[src/rtl/usb_ep_ctrl_pkg.sv]
package usb_ep_ctrl_pkg;
  localparam int CTRL_W        = 8;
  localparam int STALL_SET_BIT = 5;
  localparam int STALL_CLR_BIT = 4;
  localparam int TOG_RST_BIT   = 3;
  localparam int EN_BIT        = 0;

  typedef struct packed {
    logic en_wr;
    logic en_val;
    logic stall_set;
    logic stall_clr;
    logic tog_rst;
  } ep_cmd_t;
endpackage

[src/rtl/ep_cmd_decode.sv]
module ep_cmd_decode
  import usb_ep_ctrl_pkg::*;
#(
  parameter int W = CTRL_W
) (
  input  logic         wr_en,
  input  logic [W-1:0] wr_data,
  output ep_cmd_t      cmd
);
  always_comb begin
    cmd.en_wr     = wr_en;
    cmd.en_val    = wr_data[EN_BIT];
    cmd.stall_set = wr_en & wr_data[STALL_SET_BIT];
    cmd.stall_clr = wr_en & wr_data[STALL_CLR_BIT];
    cmd.tog_rst   = wr_en & wr_data[TOG_RST_BIT];
  end
endmodule

[src/rtl/ep_ctrl_reg.sv]
module ep_ctrl_reg
  import usb_ep_ctrl_pkg::*;
(
  input  logic    clk,
  input  logic    rst_n,
  input  ep_cmd_t cmd,
  input  logic    setup_rx,
  output logic    en_q,
  output logic    en_next,
  output logic    stall_q
);
  logic stall_n;

  always_comb begin
    en_next = cmd.en_wr ? cmd.en_val : en_q;
    stall_n = stall_q;
    if (cmd.stall_set) stall_n = 1'b1;
    if (cmd.stall_clr) stall_n = 1'b0;
    if (setup_rx)      stall_n = 1'b0;
    if (!en_next)      stall_n = 1'b0;
  end

  always_ff @(posedge clk or negedge rst_n) begin
    if (!rst_n) begin
      en_q    <= 1'b0;
      stall_q <= 1'b0;
    end else begin
      en_q    <= en_next;
      stall_q <= stall_n;
    end
  end


  stall_clr_wins_chk: assert property (@(posedge clk) disable iff (!rst_n)
    cmd.stall_clr |=> !stall_q);

  setup_clears_chk: assert property (@(posedge clk) disable iff (!rst_n)
    setup_rx |=> !stall_q);

  stall_hold_chk: assert property (@(posedge clk) disable iff (!rst_n)
    (stall_q && !cmd.stall_clr && !setup_rx && (!cmd.en_wr || cmd.en_val)) |=> stall_q);

  en_follow_chk: assert property (@(posedge clk) disable iff (!rst_n)
    cmd.en_wr |=> (en_q == $past(cmd.en_val)));
endmodule

[src/rtl/ep_toggle.sv]
module ep_toggle (
  input  logic clk,
  input  logic rst_n,
  input  logic en_q,
  input  logic en_next,
  input  logic stall_q,
  input  logic tog_rst,
  input  logic xfer_ok,
  input  logic dir_in,
  input  logic rx_tog,
  output logic tog_q,
  output logic dup_q
);
  logic acc, match, tog_n;

  always_comb begin
    acc   = xfer_ok & en_q & ~stall_q;
    match = dir_in | (rx_tog == tog_q);
    tog_n = tog_q;
    if (acc && match) tog_n = ~tog_q;
    if (tog_rst)      tog_n = 1'b0;
    if (!en_next)     tog_n = 1'b0;
  end

  always_ff @(posedge clk or negedge rst_n) begin
    if (!rst_n) begin
      tog_q <= 1'b0;
      dup_q <= 1'b0;
    end else begin
      tog_q <= tog_n;
      dup_q <= acc & ~match;
    end
  end


  in_advance_chk: assert property (@(posedge clk) disable iff (!rst_n)
    (acc && dir_in && !tog_rst && en_next) |=> (tog_q != $past(tog_q)));

  dup_hold_chk: assert property (@(posedge clk) disable iff (!rst_n)
    (acc && !dir_in && (rx_tog != tog_q) && !tog_rst && en_next) |=> (dup_q && tog_q == $past(tog_q)));

  tog_reset_chk: assert property (@(posedge clk) disable iff (!rst_n)
    tog_rst |=> !tog_q);

  stalled_hold_chk: assert property (@(posedge clk) disable iff (!rst_n)
    (xfer_ok && stall_q && !tog_rst && en_next) |=> (tog_q == $past(tog_q) && !dup_q));
endmodule

[src/rtl/usb_ep_ctrl.sv]
module usb_ep_ctrl
  import usb_ep_ctrl_pkg::*;
#(
  parameter int W = CTRL_W
) (
  input  logic         clk,
  input  logic         rst_n,
  input  logic         wr_en,
  input  logic [W-1:0] wr_data,
  output logic [W-1:0] rd_data,
  input  logic         setup_rx,
  input  logic         xfer_ok,
  input  logic         ep_dir_in,
  input  logic         rx_toggle,
  output logic         ep_active,
  output logic         send_stall,
  output logic         toggle,
  output logic         dup_pkt
);
  ep_cmd_t cmd;
  logic en_q, en_next, stall_q, tog_q, dup_q;

  ep_cmd_decode #(.W(W)) u_dec (
    .wr_en(wr_en), .wr_data(wr_data), .cmd(cmd)
  );

  ep_ctrl_reg u_reg (
    .clk(clk), .rst_n(rst_n), .cmd(cmd), .setup_rx(setup_rx),
    .en_q(en_q), .en_next(en_next), .stall_q(stall_q)
  );

  ep_toggle u_tog (
    .clk(clk), .rst_n(rst_n), .en_q(en_q), .en_next(en_next),
    .stall_q(stall_q), .tog_rst(cmd.tog_rst), .xfer_ok(xfer_ok),
    .dir_in(ep_dir_in), .rx_tog(rx_toggle), .tog_q(tog_q), .dup_q(dup_q)
  );

  always_comb begin
    rd_data                = '0;
    rd_data[EN_BIT]        = en_q;
    rd_data[STALL_SET_BIT] = stall_q;
  end

  assign ep_active  = en_q;
  assign send_stall = en_q & stall_q;
  assign toggle     = tog_q;
  assign dup_pkt    = dup_q;


  disabled_idle_chk: assert property (@(posedge clk) disable iff (!rst_n)
    !ep_active |-> (!toggle && !send_stall));

  reserved_zero_chk: assert property (@(posedge clk) disable iff (!rst_n)
    (rd_data[7:6] == 2'b00) && (rd_data[4:1] == 4'b0000));
endmodule

[config.mk]
export PLATFORM = sky130hd
export DESIGN_NAME = usb_ep_ctrl
export DESIGN_NICKNAME = d
export VERILOG_FILES = /design/src/rtl/usb_ep_ctrl_pkg.sv /design/src/rtl/ep_cmd_decode.sv /design/src/rtl/ep_ctrl_reg.sv /design/src/rtl/ep_toggle.sv /design/src/rtl/usb_ep_ctrl.sv
export SDC_FILE = /design/constraint.sdc
export NUM_CORES = 1
export LEC_CHECK = 0
export BUFFER_PORTS_ARGS = -buffer_cell sky130_fd_sc_hd__buf_4
export CAP_MARGIN = 25
export CORE_AREA = 2 2 39 41
export CTS_BUF_LIST = sky130_fd_sc_hd__clkbuf_8 sky130_fd_sc_hd__clkbuf_16
export DETAILED_ROUTE_END_ITERATION = 12
export DIE_AREA = 0 0 41 43
export SETUP_SLACK_MARGIN = 0.1
export SKIP_CTS_REPAIR_TIMING = 1
export SKIP_LAST_GASP = 1
export SLEW_MARGIN = 20
export SYNTH_ARGS = -nofsm -noshare
export SYNTH_HDL_FRONTEND = slang
export SYNTH_SLANG_ARGS = --single-unit
[constraint.sdc]
create_clock -name clk -period 1.51 [get_ports clk]
set_input_delay 0.151 -clock clk [delete_from_list [all_inputs] [get_ports clk]]
set_output_delay 0.151 -clock clk [all_outputs]
set_load 0.01 [all_outputs]
# After elaboration in Yosys (flattened, before gate mapping)
# Cells that the tools add are included.
# Widths: inputs -> output; s select.
# op_classes
n_bitwise,11
n_mux,8
reduce_logical,1
eq_ne,3
# ops
operator,n
$mux 1,8
$and 1x1->1,7
$ne 4x4->1 const B,1
$ne 3x1->1 const B,1
$not 1->1,3
$eq 1x1->1,1
$logic_and 1x1->1,1
$or 1x1->1,1
# totals
in_bits,15
reg_bits,4

# Longest topological paths before layout
# Gate-level depths: netlist (run 1).
# depth
word_depth,6
ltp_mapped,3
mapped_depth_nobuf,3

# Cells and area by module
# Synthesis (run 1) repeated with hierarchy kept, for this count alone.
# unflattened
cells_unflattened,30
area_unflattened_um2,301.5
# by_module_without_submodules
module,seq_area_each_um2,area_per_inst_um2,cells_per_inst,instances
ep_toggle,50.0,118.9,10,1
ep_ctrl_reg,50.0,78.8,5,1
usb_ep_ctrl,0.0,70.1,10,1
ep_cmd_decode,0.0,33.8,5,1

# Worst setup path before layout (run 1)
# No wires, ideal clock.
# synth_timing
kind,reg-to-reg
start,register u_reg.en_q
end,register u_reg.stall_q
slack_ps,497
t_arrival_ps,901
path_stages_with_launch,4
synth_period_minus_slack_ps,1013
path_cell_list,dfrtp_1 nand2b_1 a21boi_1 a2111oi_2
# synth_via
elab_chain_len,2
word_cells_on_any_way,3
# synth_rtl
element,line_no,rtl
start: declaration,ep_ctrl_reg.sv:8,"output logic en_q,"
start signal: assignment,ep_ctrl_reg.sv:28,en_q <= en_next;
$mux 1 (*),ep_ctrl_reg.sv:15,en_next = cmd.en_wr ? cmd.en_val : en_q;
$ne 4x4->1 (no source line) or $mux 1 (tied branches),--,
end signal: assignment,ep_ctrl_reg.sv:29,stall_q <= stall_n;
end: declaration,ep_ctrl_reg.sv:10,output logic stall_q
# Mark *: on every way between the ends. The rest lies on a longest branch, timed or not.
# A chain may end at the register's enable or synchronous reset.

# Worst setup path after layout (run 1)
# layout_timing
start,register u_reg.en_q
end,output send_stall
# layout_via
elab_chain_len,1
# layout_rtl
element,line_no,rtl
$and 1x1->1,usb_ep_ctrl.sv:45,assign send_stall = en_q & stall_q;
end: declaration,usb_ep_ctrl.sv:16,"output logic send_stall,"
# No other way between the ends.

==> summary.md, run 1 <==
| Metric | Value |
|---|---|
| Status | finished, final reports clean |
| Initial Util | 18.5% |
| Clk root buf | clkbuf_8 |
| Final RePlAce weighted congestion | 0.608 |
| DIE AREA | 0.00176 mm2 |
| Post-route ant nets | 0 |
| Count leader, synth | buf_4 |
| PnR worst setup slack | 0.422 ns |
| Layout cells sized above 1 | a little under half |
| Antenna violations before repair | 0 |
| Sequential cell area fraction in the yosys report | 39.0% |
| DR iter-0 viols | 1 |
| Vias per inst | approximately 3.8 |
| Num CTS Buffers | 3 |
| Nets | 59 |
| Final setup fails | 0 |
| Max VDD drop | 0.562 mV |
| Worst skew pair latency | roughly 0.22 ns |
| Slowest Stage Delay on Critical Path | between 0.4 and 0.5 ns |
| Hold Violations, Final | 0 |
| Cells after Synth | 25 |
| Final period util | between 70% and 80% |
| RSZ-0062 raised after global routing | false |
| DRC | 0 |
| Row count | 14 |
| CTS tree | yes |
| Critical path cell sequence | and2_1, buf_4 |
| Req. time, crit path | 1.36 ns |
| Dpl ws | 0.478 ns |
| Crit path launch type | register |
| Post-Route Setup TNS | 0 ns |
| Worst Path Class, Setup | register to output port |
| Post-synthesis cell type count | 14 |
| First-pass GRT wire length | a little over 700 um |
| All-layer global routing usage | 6.85% |
| Routed wire length | 515 um |
| Ys async rst share | 100% |
| Area fraction of the dominant cell type after synthesis | between 30% and 40% |
| Maximum buffer depth of the clock tree | 2 |
| Worst-path fanout max | 5 |
| Post-route insts no fill | 58 |
| Vias in the first global route | around 180 |
| Period minus WS final | 1.09 ns |
| Area contributors post-synth | dfrtp_1 (39%), buf_4 (23%), mux2i_1 (7.8%), a2111oi_2 (5.9%), xnor2_1 (3.4%) |
| Top post-synthesis cells by count | buf_4 (8), dfrtp_1 (4), mux2i_1 (2) |
| CTS H-tree depth | 1 |
| Power, Total | 412 uW |
| Post-synthesis cell area | 256 um2 |
| Routed vias | about 220 |
| Die X | 41 um |
| Seq cells post-synth | 4 |
| Chip height | 43 um |
| Worst Path Buf+Inv | 1 |
| Synth Area per Inst | slightly above 10 um2 |
| Leakage | 0.213 nW |
| IO Port Bufs | 16 |
| Detailed Routing Iterations Pass 1 | 2 |
| Total number of yosys warnings | 0 |
| Slowest stage cell, crit path | dfrtp_1 |
| Delay-heaviest family, CP | flip-flops |
| Worst Path Arrival | 0.94 ns |
| Maxcap violations | 0 |
| CP endpoint kind | output port |
| Placed insts | 54 |
| # diodes | 0 |
| Cell taking the most area after synthesis | dfrtp_1 |
| Clk slew on worst S/H paths | 0.03 ns |
| Setup Skew | 0.00426 ns |
| Drt wl/cell | 8.88 um |
| Core ar. | 0.00138 mm2 |
| Clock sink total | 4 |
| Min-Delay Path Class | input pin to register |
| Post-layout utilization of the core | roughly 30% |
| Max Slew Vio Count | 0 |
| Power per cell area | 1010 mW/mm2 |
| Total grt overflow | 0 |
| P&R area growth vs syn | 58.5% |
| Predominant post-synthesis flop cell | dfrtp_1 |
| Largest net degree at the start of global routing | 6 |
| Fmax | 0.919 GHz |
| Post-synth EDFFs | 0 |
| IO Pins | 27 |
metal layers:
layer / routed length [um] / vias up / track usage, %
li1: - / 104 / -
met1: 212 / 97 / 8.44
met2: 181 / 21 / 7.50
met3: 121 / 0 / 9.42
met4: 0 / 0 / 0
met5: 0 / - / 0
where the power goes:
| part | switching (mW) | leakage (nW) | total (mW) | internal [mW] |
|---|---|---|---|---|
| registers | 0.00507 | 0.0536 | 0.118 | 0.113 |
| clock network | 0.0580 | 0.0216 | 0.228 | 0.170 |
| logic | 0.0295 | 0.138 | 0.0658 | 0.0363 |
cells by family after synthesis:
family	share of synthesized area (%)
muxes	7.81
AOI/OAI and AO/OA	13.7
DFF	39.0
and+or+nand+nor	9.76
buffers and inverters	24.9
xor gates and xnor gates	3.42
other	1.46
path summary, 6_finish.rpt:
path                       slack [ns]                         to  cells after the start               startpoint
hold reg to reg                  0.59      u_tog.dup_q$_DFF_PN0_                      2  u_tog.tog_q$_DFFE_PN0P_
min in group asynchronous        0.27      u_tog.dup_q$_DFF_PN0_                      2                    rst_n
hold / removal                    0.1  u_reg.stall_q$_DFFE_PN0P_                      2                 setup_rx
max in group asynchronous        1.14  u_reg.stall_q$_DFFE_PN0P_                      2                    rst_n
setup reg to reg                 0.48  u_reg.stall_q$_DFFE_PN0P_                      3     u_reg.en_q$_DFF_PN0_
setup / recovery                 0.42                 send_stall                      2     u_reg.en_q$_DFF_PN0_
state kept, by name, indices dropped and copies added (netlist names):
name and flops:
u_tog.dup_q 1, u_reg.stall_q 1, u_tog.tog_q 1, u_reg.en_q 1
cells in the final DEF (no fill, tap or decap), drive strengths merged:
master,instances
a21oi,1
a211oi,1
a2111oi,1
buf,16
inv,1
nand3b,1
nor3,1
and2,1
clkbuf,3
dfrtp,4
a21boi,1
nand2b,1
mux2i,2
xnor2,1
conb,6
dlygate4sd3,1
through the flow:
stage | hold slack [ns] | instance area (um2)
floorplan | -0.145 | 275
global placement | -0.0512 | 355
detailed placement | -0.0503 | 355
CTS | -0.281 | 397
global route | 0.0965 | 407
finish | 0.0988 | 407
final cells by class:
type | count | area, um2
fillers | 149 | 977
well taps | 16 | 20.0
multi-input cells | 17 | 111
inverters | 1 | 3.75
repair buffers | 17 | 130
flip-flops and latches | 4 | 100
clock buffers | 3 | 41.3
Note: power is estimated with default switching activity, not from simulation.
==> run 2: changes to the inputs <==
--- a/config.mk
+++ b/config.mk
@@ -5,6 +5,7 @@
 export SDC_FILE = /design/constraint.sdc
 export NUM_CORES = 1
 export LEC_CHECK = 0
+export ABC_AREA = 1
 export BUFFER_PORTS_ARGS = -buffer_cell sky130_fd_sc_hd__buf_4
 export CAP_MARGIN = 25
 export CORE_AREA = 2 2 39 41
==> constraint.sdc (replaced) <==
create_clock -name clk -period 1.1 [get_ports clk]
set_input_delay 0.11 -clock clk [delete_from_list [all_inputs] [get_ports clk]]
set_output_delay 0.11 -clock clk [all_outputs]
set_load 0.01 [all_outputs]
==> summary.md, run 2 <==
| Metric | Value |
|---|---|
| Status | finished, final reports clean |
| Period minus WS final | a little under 1 ns |
| Reg power frac | 29.2% |
| IO Pins | 27 |
| Placed insts | 65 |
| CP endpoint kind | output port |
| Largest net degree at the start of global routing | 6 |
| RSZ-0062 raised after global routing | true |
| DRC | 0 |
| CTS tree | yes |
| Req. time, crit path | about 0.99 ns |
| Sequential cell area fraction in the yosys report | a little under two fifths |
| Post-synthesis cell type count | 12 |
| Drt wl/cell | 8.30 um |
| # diodes | 0 |
| Commonest non-fill, non-tap cell in the layout | buf_4 |
| Count leader, synth | buf_4 |
| Post-synthesis cell area | 264 um2 |
| Max VDD drop | 0.284 mV |
| Vias per inst | 3.80 |
| Clock power share | 53.7% |
| Min-Delay Path Class | input pin to register |
| Vias in the first global route | 203 |
| Detailed Place HPWL | between 400 and 500 um |
| Worst Path Buf+Inv | 2 |
| P&R area growth vs syn | 61.1% |
| Post-Route Setup TNS | 0 ns |
| Cells after Synth | 36 |
| Worst-path fanout max | 5 |
| Total grt overflow | 0 |
| Num CTS Buffers | 3 |
| Final period util | 87.6% |
| Chip height | 43 um |
| Crit path launch type | register |
| Area contributors post-synth | dfrtp_1 (38%), buf_4 (23%), nand2_1 (10%), inv_1 (7.1%), a21oi_1 (5.7%) |
| Worst Path Class, Setup | register to output port |
| Post-route ant nets | 0 |
| Power per cell area | between 1000 and 1500 mW/mm2 |
| DIE AREA | 0.00176 mm2 |
| Worst Path Arrival | 0.85 ns |
| Initial Util | 19.1% |
| Area fraction of the dominant cell type after synthesis | 37.9% |
| Detailed Routing Iterations Pass 1 | 4 |
| Reg area | 100 um2 |
| Clock sink total | 4 |
| Routed vias | 266 |
| Synth Area per Inst | about 7.3 um2 |
| Predominant post-synthesis flop cell | dfrtp_1 |
| Logic pwr share | ~17% |
| Slowest Stage Delay on Critical Path | 0.41 ns |
| Row count | 14 |
| IO Port Bufs | 16 |
| Power, Total | between 500 and 600 uW |
| FILL cells | 154 |
| All-layer global routing usage | under 10% |
| Setup Skew | 0.000965 ns |
| Worst skew pair latency | approximately 0.21 ns |
| Int Power | 439 uW |
| Total number of yosys warnings | 0 |
| Leakage | 0.238 nW |
| Max Slew Vio Count | 0 |
| NetSw | about 120 uW |
| Core ar. | 0.00138 mm2 |
| Critical path cell sequence | nand2_1, inv_1, buf_6 |
| Cell taking the most area after synthesis | dfrtp_1 |
| Clk slew on worst S/H paths | approximately 0.03 ns |
| Commonest non-fill, non-tap cells in the layout | buf_4 (16), nand2_1 (7), conb_1 (6) |
| Post-synth EDFFs | 0 |
| Post-route insts no fill | 70 |
| DR iter-0 viols | 4 |
| Top post-synthesis cells by count | buf_4 (8), nand2_1 (7), inv_1 (5) |
| Nets | between 70 and 80 |
| Ys async rst share | 100% |
| Slowest stage cell, crit path | dfrtp_1 |
| Final RePlAce weighted congestion | 0.696 |
| First-pass GRT wire length | between 700 and 800 um |
| Delay-heaviest family, CP | flip-flops |
| Die X | around 41 um |
| Layout cells sized above 1 | a little under two fifths |
| Maximum buffer depth of the clock tree | 2 |
| Multi-input logic area | roughly 100 um2 |
| Clk root buf | clkbuf_8 |
| CTS H-tree depth | 1 |
| Final setup fails | 0 |
| Maxcap violations | 0 |
| Fmax | between 1 and 1.5 GHz |
| Sw Ratio | 22.0% |
| Seq cells post-synth | 4 |
| Hold Violations, Final | 0 |
| Antenna violations before repair | 0 |
| Routed wire length | 581 um |
run 2: changes by cell type in the layout (fill, tap and decap cells not counted), sizes merged, moves of 2 or more:
cell,previous run,this run
nor2,0,3
mux2i,2,0
nand2,0,7
inv,1,5
a21oi,1,3
run 2: through the flow:
stage | hold slack (ns) | setup slack [ns] | cell area (um2) | util, %
after CTS | -0.319 | 0.109 | 404 | 29.2
after detailed placement | -0.0916 | 0.169 | 363 | 26.2
after global routing | 0.127 | 0.0814 | 425 | 30.7
after floorplan | -0.186 | 0.188 | 283 | -
after global placement | -0.0939 | 0.184 | 363 | 26.2
final | 0.125 | 0.136 | 425 | 30.7
run 2: final timing paths:
| kind | slack (ns) | to | cells past startpoint | start |
|---|---|---|---|---|
| max | 0.14 | send_stall | 3 | u_reg.en_q$_DFF_PN0_ |
| min | 0.12 | u_reg.stall_q$_DFFE_PN0P_ | 4 | setup_rx |
| max reg2reg | 0.16 | u_tog.tog_q$_DFFE_PN0P_ | 5 | u_reg.en_q$_DFF_PN0_ |
| min reg2reg | 0.51 | u_tog.dup_q$_DFF_PN0_ | 1 | u_reg.stall_q$_DFFE_PN0P_ |
| max in group asynchronous | 0.76 | u_tog.tog_q$_DFFE_PN0P_ | 2 | rst_n |
| min in group asynchronous | 0.24 | u_reg.en_q$_DFF_PN0_ | 2 | rst_n |
run 2: cells by family (layout without fill, tap and decap cells):
| group | count (synthesis) | after routing | synth area share, % |
|---|---|---|---|
| buffers and inverters | 13 | 26 | 29.9 |
| AND/OR/NAND/NOR | 12 | 12 | 18.0 |
| AO/OA/AOI/OAI | 6 | 6 | 12.8 |
| flip-flops | 4 | 4 | 37.9 |
| other | 1 | 6 | 1.42 |
run 2: worst reg2reg max path: stages (launching register included):
cell and delay (ns):
dfrtp_1 0.40, nand2_1 0.10, nor2_1 0.13, o211ai_1 0.10
nand2_1 0.07, nor2_1 0.04
run 2: power groups by stage:
stage / Combinational (mW) / Sequential, mW / Clock (mW)
3_5_place_dp: 0.0923 / 0.166 / 0
3_3_place_gp: 0.0906 / 0.165 / 0
2_1_floorplan: 0.0574 / 0.167 / 0
6_report: 0.0966 / 0.164 / 0.302
5_1_grt: 0.108 / 0.165 / 0.324
4_1_cts: 0.0923 / 0.164 / 0.312
run 2: area by class of cell:
cell class                      count  share of cell area, %
Clock buffer                        3                   9.71
Inverter                            5                   4.41
Multi-Input combinational cell     24                   24.4
Sequential cell                     4                   23.5
Tap cell                           16                   4.71
Timing Repair Buffer               18                   33.2
run 2: metal layers:
layer  wire length, um  track usage [%]  share of wire, %  vias to the layer above
met5                 0                0                 0                        -
met4                31             12.0               5.3                        0
met3                55             2.09               9.5                        4
met2               243             7.19                42                       16
met1               251             8.44                43                      110
li1                  -                -                 -                      136
==> run 3: changes to the inputs <==
--- a/config.mk
+++ b/config.mk
@@ -15,7 +15,6 @@
 export SETUP_SLACK_MARGIN = 0.1
 export SKIP_CTS_REPAIR_TIMING = 1
 export SKIP_LAST_GASP = 1
-export SLEW_MARGIN = 20
 export SYNTH_ARGS = -nofsm -noshare
 export SYNTH_HDL_FRONTEND = slang
 export SYNTH_SLANG_ARGS = --single-unit
==> constraint.sdc (replaced) <==
create_clock -name clk -period 1.1 [get_ports clk]
set_input_delay 0.11 -clock clk [delete_from_list [all_inputs] [get_ports clk]]
set_output_delay 0.11 -clock clk [all_outputs]
set_load 0.1 [all_outputs]
==> summary.md, run 3 (same netlist as run 2, synthesis figures left out) <==
| Metric | Value |
|---|---|
| Detailed Place HPWL | 449 um |
| Drt wl/cell | 7.77 um |
| Worst skew pair latency | 0.21 ns |
| Post-Route Setup TNS | -0.0705 ns |
| CTS H-tree depth | 1 |
| Slowest stage cell, crit path | dfrtp_4 |
| Final RePlAce weighted congestion | 0.710 |
| Largest net degree at the start of global routing | 6 |
| Antenna violations before repair | 0 |
| Worst Path Class, Setup | register to output port |
| Hold Worst Slack | between 0.1 and 0.15 ns |
| Crit path launch type | register |
| Initial Util | 19.1% |
| Commonest non-fill, non-tap cell in the layout | buf_4 |
| Final period util | 104% |
| Die X | 41 um |
| DRC | 0 |
| Worst Path Buf+Inv | 2 |
| RSZ-0062 raised after global routing | true |
| Power per cell area | ~1600 mW/mm2 |
| Clk root buf | clkbuf_8 |
| Routed vias | 260 |
| Max Slew Vio Count | 0 |
| Slowest Stage Delay on Critical Path | between 0.4 and 0.5 ns |
| Fmax | about 0.9 GHz |
| P&R area growth vs syn | 81.0% |
| CTS tree | yes |
| Delay-heaviest family, CP | flip-flops |
| IO Port Bufs | 16 |
| Clock sink total | 4 |
| Layout cells sized above 1 | 46.3% |
| Nets | between 70 and 80 |
| CP endpoint kind | output port |
| Commonest non-fill, non-tap cells in the layout | buf_4 (13), nand2_1 (6), conb_1 (6) |
| DR iter-0 viols | 1 |
| Detailed Routing Iterations Pass 1 | 4 |
| First-pass GRT wire length | 862 um |
| Power, Total | 749 uW |
| Total grt overflow | 0 |
| Clk slew on worst S/H paths | ~0.030 ns |
| Leakage | 0.242 nW |
| Worst-path fanout max | 5 |
| Post-route ant nets | 0 |
| Period minus WS final | 1.14 ns |
| Violated checks | negative setup slack |
| Hold Violations, Final | 0 |
| Maximum buffer depth of the clock tree | 2 |
| Row count | 14 |
| Vias in the first global route | approximately 230 |
| Placed insts | 65 |
| Maxcap violations | 0 |
| Max VDD drop | 0.504 mV |
| Setup Skew | 0.00125 ns |
| DIE AREA | 0.00176 mm2 |
| Final setup fails | 2 |
| PnR worst setup slack | -0.0435 ns |
| # diodes | 0 |
| Critical path cell sequence | nand2_4, clkinvlp_4, buf_6 |
| All-layer global routing usage | 8.39% |
| Core ar. | 0.00138 mm2 |
| Num CTS Buffers | 3 |
| Vias per inst | 3.71 |
| IO Pins | 27 |
| Chip height | between 40 and 50 um |
| Status | finished with violations |
| Min-Delay Path Class | input pin to register |
| Routed wire length | 544 um |
| Worst Path Arrival | 1.03 ns |
| Req. time, crit path | 0.99 ns |
| Post-route insts no fill | 70 |
==> run 3: cell types whose count changed in the layout (fill, tap and decap cells not counted) <==
cell / delta
buf_4: -3
dfrtp_1: -3
buf_12: +2
dfrtp_4: +2
buf_8: +1
clkinvlp_4: +1
dfrtp_2: +1
inv_1: -1
nand2_1: -1
nand2_4: +1
==> run 3: worst register-to-register path, cell delays in order, from the launching register on <==
cell,delay [ns]
dfrtp_4,0.50
nand2_1,0.07
nand3_1,0.10
a21oi_1,0.13
nor2_1,0.06
==> run 3: through the flow <==
step / setup WS, ns / cell area (um2) / util (%)
6_report: -0.0435 / 478 / 34.5
5_1_grt: -0.0726 / 478 / 34.5
4_1_cts: -0.0869 / 423 / 30.6
3_5_place_dp: 0.144 / 382 / 27.6
3_3_place_gp: 0.146 / 382 / 27.6
2_1_floorplan: -0.137 / 302 / -
==> run 3: area by class of cell <==
class | instances | area (um2)
inverters | 5 | 22.5
repair buffers | 18 | 174
multi-input cells | 24 | 111
well taps | 16 | 20.0
fillers | 151 | 906
flip-flops and latches | 4 | 109
clock buffers | 3 | 41.3
==> run 3: worst paths after layout <==
| path | start | endpoint | slack (ns) | cells after the start |
|---|---|---|---|---|
| setup / recovery | u_reg.en_q$_DFF_PN0_ | send_stall | -0.04 | 3 |
| setup reg to reg | u_tog.tog_q$_DFFE_PN0P_ | u_tog.tog_q$_DFFE_PN0P_ | 0.13 | 4 |
| min in group asynchronous | rst_n | u_tog.tog_q$_DFFE_PN0P_ | 0.24 | 2 |
| hold reg to reg | u_reg.stall_q$_DFFE_PN0P_ | u_tog.dup_q$_DFF_PN0_ | 0.55 | 1 |
| hold / removal | setup_rx | u_reg.stall_q$_DFFE_PN0P_ | 0.12 | 4 |
| max in group asynchronous | rst_n | u_reg.en_q$_DFF_PN0_ | 0.75 | 2 |
==> run 3: metal layers <==
metal | vias up | track usage [%] | part of all wire (%) | wire length, um
li1 | 135 | - | - | -
met1 | 112 | 8.55 | 36 | 196
met2 | 13 | 9.06 | 53 | 286
met3 | 0 | 5.24 | 11 | 62
met4 | 0 | 12.0 | 0 | 0
met5 | - | 0 | 0 | 0
==> run 3: report_power, final <==
group	switching, mW	internal (mW)	total (mW)	leakage, nW
logic	0.205	0.0703	0.276	0.172
registers	0.0118	0.159	0.171	0.0488
clock network	0.0693	0.233	0.302	0.0216
